$ cat src/rtl/bwc_pkg.sv
package bwc_pkg;
    typedef enum logic [1:0] {
        PH_PRIME = 2'd0,
        PH_OPEN  = 2'd1,
        PH_STEER = 2'd2
    } phase_t;
endpackage

$ cat src/rtl/bwc_phase_fsm.sv
module bwc_phase_fsm
    import bwc_pkg::*;
(
    input  logic   clk,
    input  logic   rst_n,
    input  logic   frame_start,
    output phase_t phase,
    output logic   load_init,
    output logic   open_en,
    output logic   steer_en
);
    phase_t phase_nx;

    always_ff @(posedge clk) begin
        if (!rst_n) phase <= PH_PRIME;
        else        phase <= phase_nx;
    end

    always_comb begin
        phase_nx = phase;
        unique case (phase)
            PH_PRIME: if (frame_start) phase_nx = PH_OPEN;
            PH_OPEN:  if (frame_start) phase_nx = PH_STEER;
            PH_STEER: phase_nx = PH_STEER;
            default:  phase_nx = PH_PRIME;
        endcase
    end

    always_comb begin
        load_init = 1'b0;
        open_en   = 1'b0;
        steer_en  = 1'b0;
        unique case (phase)
            PH_PRIME: load_init = frame_start;
            PH_OPEN:  open_en   = 1'b1;
            PH_STEER: steer_en  = 1'b1;
            default:  load_init = 1'b0;
        endcase
    end
endmodule

$ cat src/rtl/bwc_frame_stats.sv
module bwc_frame_stats #(
    parameter int SCORE_W = 12,
    parameter int FAN_W   = 4,
    parameter int CNT_W   = 13,
    parameter int EXP_W   = 16
) (
    input  logic               clk,
    input  logic               rst_n,
    input  logic               frame_start,
    input  logic               live,
    input  logic               accept,
    input  logic [SCORE_W-1:0] score,
    input  logic [FAN_W-1:0]   fanout,
    output logic [SCORE_W-1:0] prev_max,
    output logic [CNT_W-1:0]   acc_nx,
    output logic [CNT_W-1:0]   proc_nx,
    output logic [EXP_W-1:0]   exp_lat
);
    localparam logic [SCORE_W-1:0] S_MIN   = {1'b1, {(SCORE_W-1){1'b0}}};
    localparam logic [CNT_W-1:0]   CNT_TOP = {CNT_W{1'b1}};

    logic [SCORE_W-1:0] cur_max;
    logic [CNT_W-1:0]   acc_q, proc_q;
    logic [EXP_W-1:0]   exp_run;
    logic [EXP_W:0]     exp_sum;
    logic [EXP_W-1:0]   exp_nx;

    always_comb begin
        proc_nx = (proc_q == CNT_TOP) ? proc_q : proc_q + CNT_W'(1);
        acc_nx  = (accept && acc_q != CNT_TOP) ? acc_q + CNT_W'(1) : acc_q;
        exp_sum = {1'b0, exp_run} + (EXP_W+1)'(fanout);
        exp_nx  = exp_sum[EXP_W] ? {EXP_W{1'b1}} : exp_sum[EXP_W-1:0];
    end

    always_ff @(posedge clk) begin
        if (!rst_n) begin
            cur_max  <= S_MIN;
            prev_max <= S_MIN;
            acc_q    <= '0;
            proc_q   <= '0;
            exp_run  <= '0;
            exp_lat  <= '0;
        end else if (frame_start) begin
            prev_max <= cur_max;
            cur_max  <= S_MIN;
            acc_q    <= '0;
            proc_q   <= '0;
            exp_run  <= '0;
            exp_lat  <= exp_run;
        end else if (live) begin
            if ($signed(score) > $signed(cur_max)) cur_max <= score;
            proc_q <= proc_nx;
            acc_q  <= acc_nx;
            if (accept) exp_run <= exp_nx;
        end
    end
endmodule

$ cat src/rtl/bwc_beam_ctl.sv
module bwc_beam_ctl #(
    parameter int BEAM_W = 8,
    parameter int GAIN_W = 4,
    parameter int CNT_W  = 13,
    parameter int EXP_W  = 16
) (
    input  logic              clk,
    input  logic              rst_n,
    input  logic              load_init,
    input  logic              steer_upd,
    input  logic [CNT_W-1:0]  acc_nx,
    input  logic [CNT_W-1:0]  proc_nx,
    input  logic [EXP_W-1:0]  exp_lat,
    input  logic [CNT_W-1:0]  target,
    input  logic [GAIN_W-1:0] gain,
    input  logic [BEAM_W-1:0] beam_init,
    input  logic [BEAM_W-1:0] beam_min,
    input  logic [BEAM_W-1:0] beam_max,
    output logic [BEAM_W-1:0] beam
);
    localparam int PW = CNT_W + EXP_W;
    localparam int VW = BEAM_W + 2;

    logic [PW-1:0] have_p, want_p;
    logic [VW-1:0] up_v, dn_v, step_v;

    function automatic logic [BEAM_W-1:0] clampv(
        input logic [VW-1:0]     v,
        input logic [BEAM_W-1:0] lo,
        input logic [BEAM_W-1:0] hi
    );
        if ($signed(v) > $signed({2'b00, hi}))      return hi;
        else if ($signed(v) < $signed({2'b00, lo})) return lo;
        else                                        return v[BEAM_W-1:0];
    endfunction

    always_comb begin
        have_p = PW'(acc_nx) * PW'(exp_lat);
        want_p = PW'(target) * PW'(proc_nx);
        up_v   = {2'b00, beam} + VW'(gain);
        dn_v   = {2'b00, beam} - VW'(gain);
        if (have_p < want_p)      step_v = up_v;
        else if (have_p > want_p) step_v = dn_v;
        else                      step_v = {2'b00, beam};
    end

    always_ff @(posedge clk) begin
        if (!rst_n)
            beam <= '0;
        else if (load_init)
            beam <= clampv({2'b00, beam_init}, beam_min, beam_max);
        else if (steer_upd && gain != '0)
            beam <= clampv(step_v, beam_min, beam_max);
    end
endmodule

$ cat src/rtl/beam_pruner.sv
module beam_pruner
    import bwc_pkg::*;
#(
    parameter int SCORE_W = 12,
    parameter int FAN_W   = 4,
    parameter int CNT_W   = 13,
    parameter int EXP_W   = 16,
    parameter int BEAM_W  = 8,
    parameter int GAIN_W  = 4
) (
    input  logic               clk,
    input  logic               rst_n,
    input  logic               frame_start,
    input  logic               arc_valid,
    input  logic [SCORE_W-1:0] arc_score,
    input  logic [FAN_W-1:0]   arc_fanout,
    input  logic [CNT_W-1:0]   cfg_target,
    input  logic [GAIN_W-1:0]  cfg_gain,
    input  logic [BEAM_W-1:0]  cfg_beam_init,
    input  logic [BEAM_W-1:0]  cfg_beam_min,
    input  logic [BEAM_W-1:0]  cfg_beam_max,
    output logic               arc_accept,
    output logic [BEAM_W-1:0]  beam_width,
    output logic [SCORE_W-1:0] frame_max
);
    localparam int XW = SCORE_W + 2;

    phase_t            phase;
    logic              load_init, open_en, steer_en;
    logic              live, above;
    logic [XW-1:0]     score_x, thresh_x;
    logic [CNT_W-1:0]  acc_nx, proc_nx;
    logic [EXP_W-1:0]  exp_lat;

    bwc_phase_fsm u_fsm (
        .clk        (clk),
        .rst_n      (rst_n),
        .frame_start(frame_start),
        .phase      (phase),
        .load_init  (load_init),
        .open_en    (open_en),
        .steer_en   (steer_en)
    );

    always_comb begin
        live     = arc_valid && !frame_start && (open_en || steer_en);
        score_x  = {{2{arc_score[SCORE_W-1]}}, arc_score};
        thresh_x = {{2{frame_max[SCORE_W-1]}}, frame_max}
                 - {{(XW-BEAM_W){1'b0}}, beam_width};
        above    = $signed(score_x) > $signed(thresh_x);
        arc_accept = live && (open_en || above);
    end

    bwc_frame_stats #(
        .SCORE_W(SCORE_W), .FAN_W(FAN_W), .CNT_W(CNT_W), .EXP_W(EXP_W)
    ) u_stats (
        .clk        (clk),
        .rst_n      (rst_n),
        .frame_start(frame_start),
        .live       (live),
        .accept     (arc_accept),
        .score      (arc_score),
        .fanout     (arc_fanout),
        .prev_max   (frame_max),
        .acc_nx     (acc_nx),
        .proc_nx    (proc_nx),
        .exp_lat    (exp_lat)
    );

    bwc_beam_ctl #(
        .BEAM_W(BEAM_W), .GAIN_W(GAIN_W), .CNT_W(CNT_W), .EXP_W(EXP_W)
    ) u_beam (
        .clk      (clk),
        .rst_n    (rst_n),
        .load_init(load_init),
        .steer_upd(live && steer_en),
        .acc_nx   (acc_nx),
        .proc_nx  (proc_nx),
        .exp_lat  (exp_lat),
        .target   (cfg_target),
        .gain     (cfg_gain),
        .beam_init(cfg_beam_init),
        .beam_min (cfg_beam_min),
        .beam_max (cfg_beam_max),
        .beam     (beam_width)
    );
endmodule

$ cat config.mk
export PLATFORM = sky130hd
export DESIGN_NAME = beam_pruner
export DESIGN_NICKNAME = d
export VERILOG_FILES = /design/src/rtl/bwc_pkg.sv /design/src/rtl/bwc_phase_fsm.sv /design/src/rtl/bwc_frame_stats.sv /design/src/rtl/bwc_beam_ctl.sv /design/src/rtl/beam_pruner.sv
export SDC_FILE = /design/constraint.sdc
export NUM_CORES = 1
export LEC_CHECK = 0
export BUFFER_PORTS_ARGS = -buffer_cell sky130_fd_sc_hd__clkbuf_2
export CAP_MARGIN = 20
export CORE_AREA = 2 2 241 243
export CTS_BUF_LIST = sky130_fd_sc_hd__clkbuf_2
export CTS_CLUSTER_DIAMETER = 50
export DETAILED_ROUTE_END_ITERATION = 16
export DIE_AREA = 0 0 243 245
export GPL_TIMING_DRIVEN = 0
export PLACE_DENSITY = 0.61
export SLEW_MARGIN = 40
export SYNTH_ARGS = -nofsm -noshare
export SYNTH_HDL_FRONTEND = slang
export SYNTH_SLANG_ARGS = --single-unit
$ cat constraint.sdc
create_clock -name clk -period 18.3 [get_ports clk]
set_input_delay 2.745 -clock clk [delete_from_list [all_inputs] [get_ports clk]]
set_output_delay 2.745 -clock clk [all_outputs]
set_load 0.01 [all_outputs]
After elaboration in Yosys (flattened, before gate mapping). Cells that the tools add are included.

Add/subtract/negate cells: 6. $mul: 2. Order comparisons: 8. Equal/unequal tests: 6. Muxes and demuxes: 17. Bitwise operators: 1. Reduce and logical (&&, ||, !) cells: 16.

Operators with widths (count): $mux 8 (6); $gt 29x26->1 (1); $lt 29x26->1 (1); $mul 13x16->29 (1); $add 13x1->13 const B (2); $mul 13x13->26 (1); $mux 13 (2); $mux 10 (2); $add 16x4->17 (1); $mux 16 (1); $eq 13x13->1 const B (1); $gt 12x13->1 (1); $ne 13x13->1 const B (1); $sub 12x9->13 (1); $gt 12x12->1 (1); $gt 10x9->1 (1); $lt 10x9->1 (1); $add 8x4->9 (1); $sub 8x4->9 (1); $gt 8x8->1 (1); $lt 8x8->1 (1); $logic_and 1x1->1 (6); $pmux 2 s3 (1); $reduce_and 2->1 (3); other kinds (12) (17).

Flip-flop bits (word level): 92. Output and inout port bits: 21. Logic and storage cells: 64.

Depth between registers and ports, before layout.
Depth after elaboration: 16. Depth in mapped cells: 68. Depth with buffers taken out: 66.

Hierarchy. Synthesis repeated with hierarchy kept, for this count alone.

Cell total of the unflattened synthesis: 2363. Area, all modules: 19922.9 um^2.

Modules (own cells, without submodules): bwc_beam_ctl (instances 1, cells each 1796, area each 14780.4 um^2, sequential area each 160.2 um^2); bwc_frame_stats (instances 1, cells each 445, area each 4191.5 um^2, sequential area each 1641.6 um^2); beam_pruner (instances 1, cells each 106, area each 800.8 um^2, sequential area each 0.0 um^2); bwc_phase_fsm (instances 1, cells each 16, area each 150.1 um^2, sequential area each 40.0 um^2).

Worst setup path before layout. Ideal clock, no wire load.

Kind: input port to flip-flop. From: in arc_score[1]. To: reg u_beam.beam[1]. Arrival time: 13.927 ns. Required time: 18.178 ns. Slack: 4.252 ns. Stages on the path: 54. Path buffers: 1. Cells stage by stage: ha_1 > nor2b_1 > o21a_1 > o21a_1 > o21a_1 > o21a_1 > o21a_1 > o21ai_1 > inv_1 > nand2_1 > nor3_1 > xnor2_1 > clkbuf_1 > nor2b_1 > fa_1 > inv_1 > fa_1 > inv_1 > (+18 left out) > nor4_1 > a31o_2 > a21oi_1 > or2_1 > a221oi_1 > o21bai_1 > ha_1 > a21oi_1 > nor2b_1 > o21ai_0 > nand2b_1 > a21oi_1 > nor2b_1 > a311oi_1 > o211ai_4 > nand2_4 > mux2_4 > o311a_1.

Word-level cells in the longest chain between the ends: 14. Elaborated cells on any way between the ends: 16. Those cells by class: mul (1); order compare (5); mux (7); reduce/logical (3).

RTL lines: start, declared (RTL line beam_pruner.sv:15) `input logic [SCORE_W-1:0] arc_score,`; $gt 12x13->1 (*) (RTL line beam_pruner.sv:50) `above = $signed(score_x) > $signed(thresh_x);`; $logic_or 1x1->1 (*) (RTL line beam_pruner.sv:51) `arc_accept = live && (open_en || above);`; $logic_and 1x1->1 (*) (RTL line beam_pruner.sv:51); $logic_and 1x1->1 (*) (RTL line bwc_frame_stats.sv:30) `acc_nx = (accept && acc_q != CNT_TOP) ? acc_q + CNT_W'(1) : acc_q;`; $mux 13 (*) (RTL line bwc_frame_stats.sv:30); $mul 13x16->29 (*) (RTL line bwc_beam_ctl.sv:38) `have_p = PW'(acc_nx) * PW'(exp_lat);`; $gt 29x26->1 (RTL line bwc_beam_ctl.sv:43) `else if (have_p > want_p) step_v = dn_v;`; $mux 10 (RTL line bwc_beam_ctl.sv:43); $mux 10 (*) (RTL line bwc_beam_ctl.sv:42) `if (have_p < want_p) step_v = up_v;`; $lt 10x9->1 (RTL line bwc_beam_ctl.sv:33) `else if ($signed(v) < $signed({2'b00, lo})) return lo;`; $mux 8 (RTL line bwc_beam_ctl.sv:33); $mux 8 (*) (RTL line bwc_beam_ctl.sv:32) `if ($signed(v) > $signed({2'b00, hi})) return hi;`; $mux 8 (*) (RTL line bwc_beam_ctl.sv:52) `else if (steer_upd && gain != '0)`; $mux 8 (*) (RTL line bwc_beam_ctl.sv:50) `else if (load_init)`; end signal, assigned (RTL line bwc_beam_ctl.sv:51) `beam <= clampv({2'b00, beam_init}, beam_min, beam_max);`; end signal, assigned (RTL line bwc_beam_ctl.sv:53) `beam <= clampv(step_v, beam_min, beam_max);`; end, declared (RTL line bwc_beam_ctl.sv:19) `output logic [BEAM_W-1:0] beam`.

Mark *: on every way between the ends. The rest lies on a longest branch, timed or not. The select of a mux whose other input is x is not followed. A chain may end at the register's enable or synchronous reset.

Worst setup path after layout. Ends and elaborated chain as after synthesis.

==> impl_metrics.py <==
metrics = {
    "timing": {
        "tightest_slew_ns": 0.836,
        "maxSlewHeadroom_pct": 44.3,
        "min_period_ns": 16.05,
        "rsz0062_at_grt": "false",
        "fmax_mhz": 62.3,
        "fin_crit_sh_pct": 87.7,
        "worst_clock_skew_ns": 0.0767,
        "hold_viol_final": 0,
        "slew_viol_final": 0,
        "setup_tns_ns": 0,
        "holdWs_ns": 0.531,
        "final-setup-viol-count": 0,
    },
    "floorplanning": {
        "core_area_sq_mm": 0.0570,
        "die_w_um": 243,
        "rows": 88,
        "io_pins": 82,
        "die-area_sq_mm": 0.0595,
        "fp.dieH_um": 245,
        "initial_core_util_pct": 34.5,
    },
    "critical_path": {
        "cp-end-kind": "register",
        "required_ns": 18.87,
        "worstSetupPathType": "input port to register",
        "startpoint_type": "input port",
        "crit_arrival_ns": 16.62,
        "max_stage_delay_ns": 0.64,
        "crit_path_top_delay_cell": "xnor2_1",
        "path_max_fanout": 10,
    },
    "run_status": {
        "status": "complete, no violations",
    },
    "synthesis": {
        "async_reset_ff_share_pct": 0,
        "avgSynthCellArea_sq_um": 8.39,
        "ys_seq_area_share_pct": 9.37,
        "syn_nets": 2935,
        "synth_area_sq_mm": 0.0197,
        "synth-seq-cells": 92,
        "ys.flop_type": "dfxtp_1",
        "yosysUniqueCellTypes": 72,
        "yosysWarnings": 0,
        "netlist_instances": 2343,
        "synth_edf_count": 0,
    },
    "clocking": {
        "cts_buffer_depth": 2,
        "insertion_delay_ns": 0.71,
        "clk_pin_slew_ns": 0.38,
        "cts_tree": "done",
        "cts_root_buf": "clkbuf_2",
        "ctsResizeCount": 0,
        "h-tree-depth": 3,
        "cts.sinks": 92,
        "post-cts-setup-buffers": 0,
        "cts_buffers": 9,
        "postCtsHoldBufs": 0,
    },
    "final_layout": {
        "layout-drive-gt1-share_pct": 5.54,
        "area_delta_synth_final_pct": 7.88,
        "n_fill_cell": 5936,
        "stdcell_count": 3205,
        "fin_nets": 3026,
        "utilization_pct": 37.2,
    },
    "placement": {
        "place.port_buffers": 80,
        "hpwl_um": 42700,
        "dp.cells": 3188,
        "place_congestion": 0.919,
    },
    "global_route": {
        "grt_pass1_vias": 16700,
        "grt.overflow.total": 0,
        "grt_max_degree": 20,
        "grt_pass1_wl_um": 83600,
        "antenna_found_initial": 2,
        "grt_use_total_pct": 17.3,
    },
    "route": {
        "post_drt_via_cell_ratio": 4.98,
        "ant_nets": 0,
        "drtIter0Drc": 852,
        "drcViolationCount": 0,
        "via_count": 16000,
        "wirelength_um": 50000,
        "drtPass1Iterations": 5,
        "wl_per_cell_um": 15.6,
    },
    "pwr": {
        "ir_drop_mv": 0.0395,
        "power_density_mw_per_mm2": 36.6,
        "leakagePower_nw": 10.4,
    },
    "run": {
        "cap_viol_max_count": 0,
    },
    "worst_hold_path": {
        "hold_path.class": "register to register",
    },
}
cells in the final DEF, fill, tap and decap left out, types with 78 or more instances in the layout:
master and n:
inv_1 418, nand2_1 279, fa_1 279, ha_1 252, nor2b_1 127, nor2_1 111
and2_1 96, dfxtp_1 92, clkbuf_2 89, clkbuf_1 78
per-layer routing:
layer | share of wire [%] | global-route usage [%]
met4 | 4.1 | 7.18
met2 | 49 | 30.7
met1 | 43 | 21.4
met5 | 0 | 0
met3 | 3.9 | 1.65
final cells by class:
type | instances | area (sq um) | area share [%]
Clock buffer | 9 | 45.0 | 0.212
Inverter | 418 | 1570 | 7.40
Sequential cell | 92 | 1840 | 8.68
Tap cell | 765 | 957 | 4.51
Buffer | 82 | 310 | 1.46
Timing Repair Buffer | 80 | 400 | 1.89
Clock inverter | 7 | 80.1 | 0.377
Antenna cell | 1 | 2.50 | 0.0118
Multi-Input combinational cell | 1751 | 16000 | 75.5
power breakdown:
group,total (mW),switching [mW],internal [mW]
sequential,0.224,0.0138,0.211
combinational,0.433,0.254,0.179
clock,0.119,0.0953,0.0235
total,0.776,0.363,0.413
sequential cells by signal, summed over array words and instances, names as in the netlist:
signal and flops:
u_stats.exp_run 16, u_stats.prev_max 12, u_stats.exp_lat 16, u_stats.cur_max 12, u_fsm.phase 2, u_stats.proc_q 13
u_stats.acc_q 13, u_beam.beam 8
cells by family after synthesis:
group           after synthesis  share of synthesized area [%]
fa+ha+maj                   531                           44.4
compound gates              272                           9.46
xor+xnor                     86                           3.83
buf+inv                     500                           9.56
simple gates                805                           20.4
mux                          57                           2.97
flops                        92                           9.37
critical path, delay by kind of cell:
kind	cells	cell delay, ns
AO/OA/AOI/OAI	19	4.74
adder cells (fa/ha/maj)	9	3.93
AND/OR/NAND/NOR	17	3.10
buffers and inverters	7	1.02
XOR/XNOR	2	0.75
multiplexers	1	0.31
synthesized netlist by cell type (all sizes together), types with 9 or more instances:
library cell  instances  area share, %
a211oi               14           0.53
a21o                 30            1.1
a21oi                71            1.8
and2                 96            3.1
and3                 12           0.41
clkbuf               78            1.5
dfxtp                92            9.4
fa                  279             28
ha                  252             16
inv                 418            8.0
mux2i                50            2.5
nand2               280            5.4
nand2b               39            1.2
nand3                41            1.0
nand4                19           0.60
nor2                111            2.1
nor2b               127            4.0
nor3                 36           0.92
nor4                  9           0.29
o21a                 21           0.80
o21ai                58            1.6
or2                   9           0.29
xnor2                54            2.4
xor2                 32            1.4
stage by stage:
step	instance area [sq um]	power (mW)	setup slack [ns]
floorplan	19700	0.539	4.25
global placement	21000	0.647	1.70
detailed placement	21100	0.659	1.64
CTS	21200	0.781	2.26
global route	21200	0.842	1.26
finish	21200	0.776	2.25
final timing paths:
kind	startpoint	slack, ns	depth (start not counted)	end
worst min-delay path	u_stats.proc_q[12]$_SDFFE_PP0P_	0.53	2	u_stats.proc_q[12]$_SDFFE_PP0P_
worst max register to register	u_beam.beam[1]$_SDFFE_PN0P_	2.43	63	u_beam.beam[1]$_SDFFE_PN0P_
worst max-delay path	arc_score[1]	2.25	55	u_beam.beam[1]$_SDFFE_PN0P_
worst min register to register	u_stats.proc_q[12]$_SDFFE_PP0P_	0.53	2	u_stats.proc_q[12]$_SDFFE_PP0P_
(Power assumes the default switching activity.)
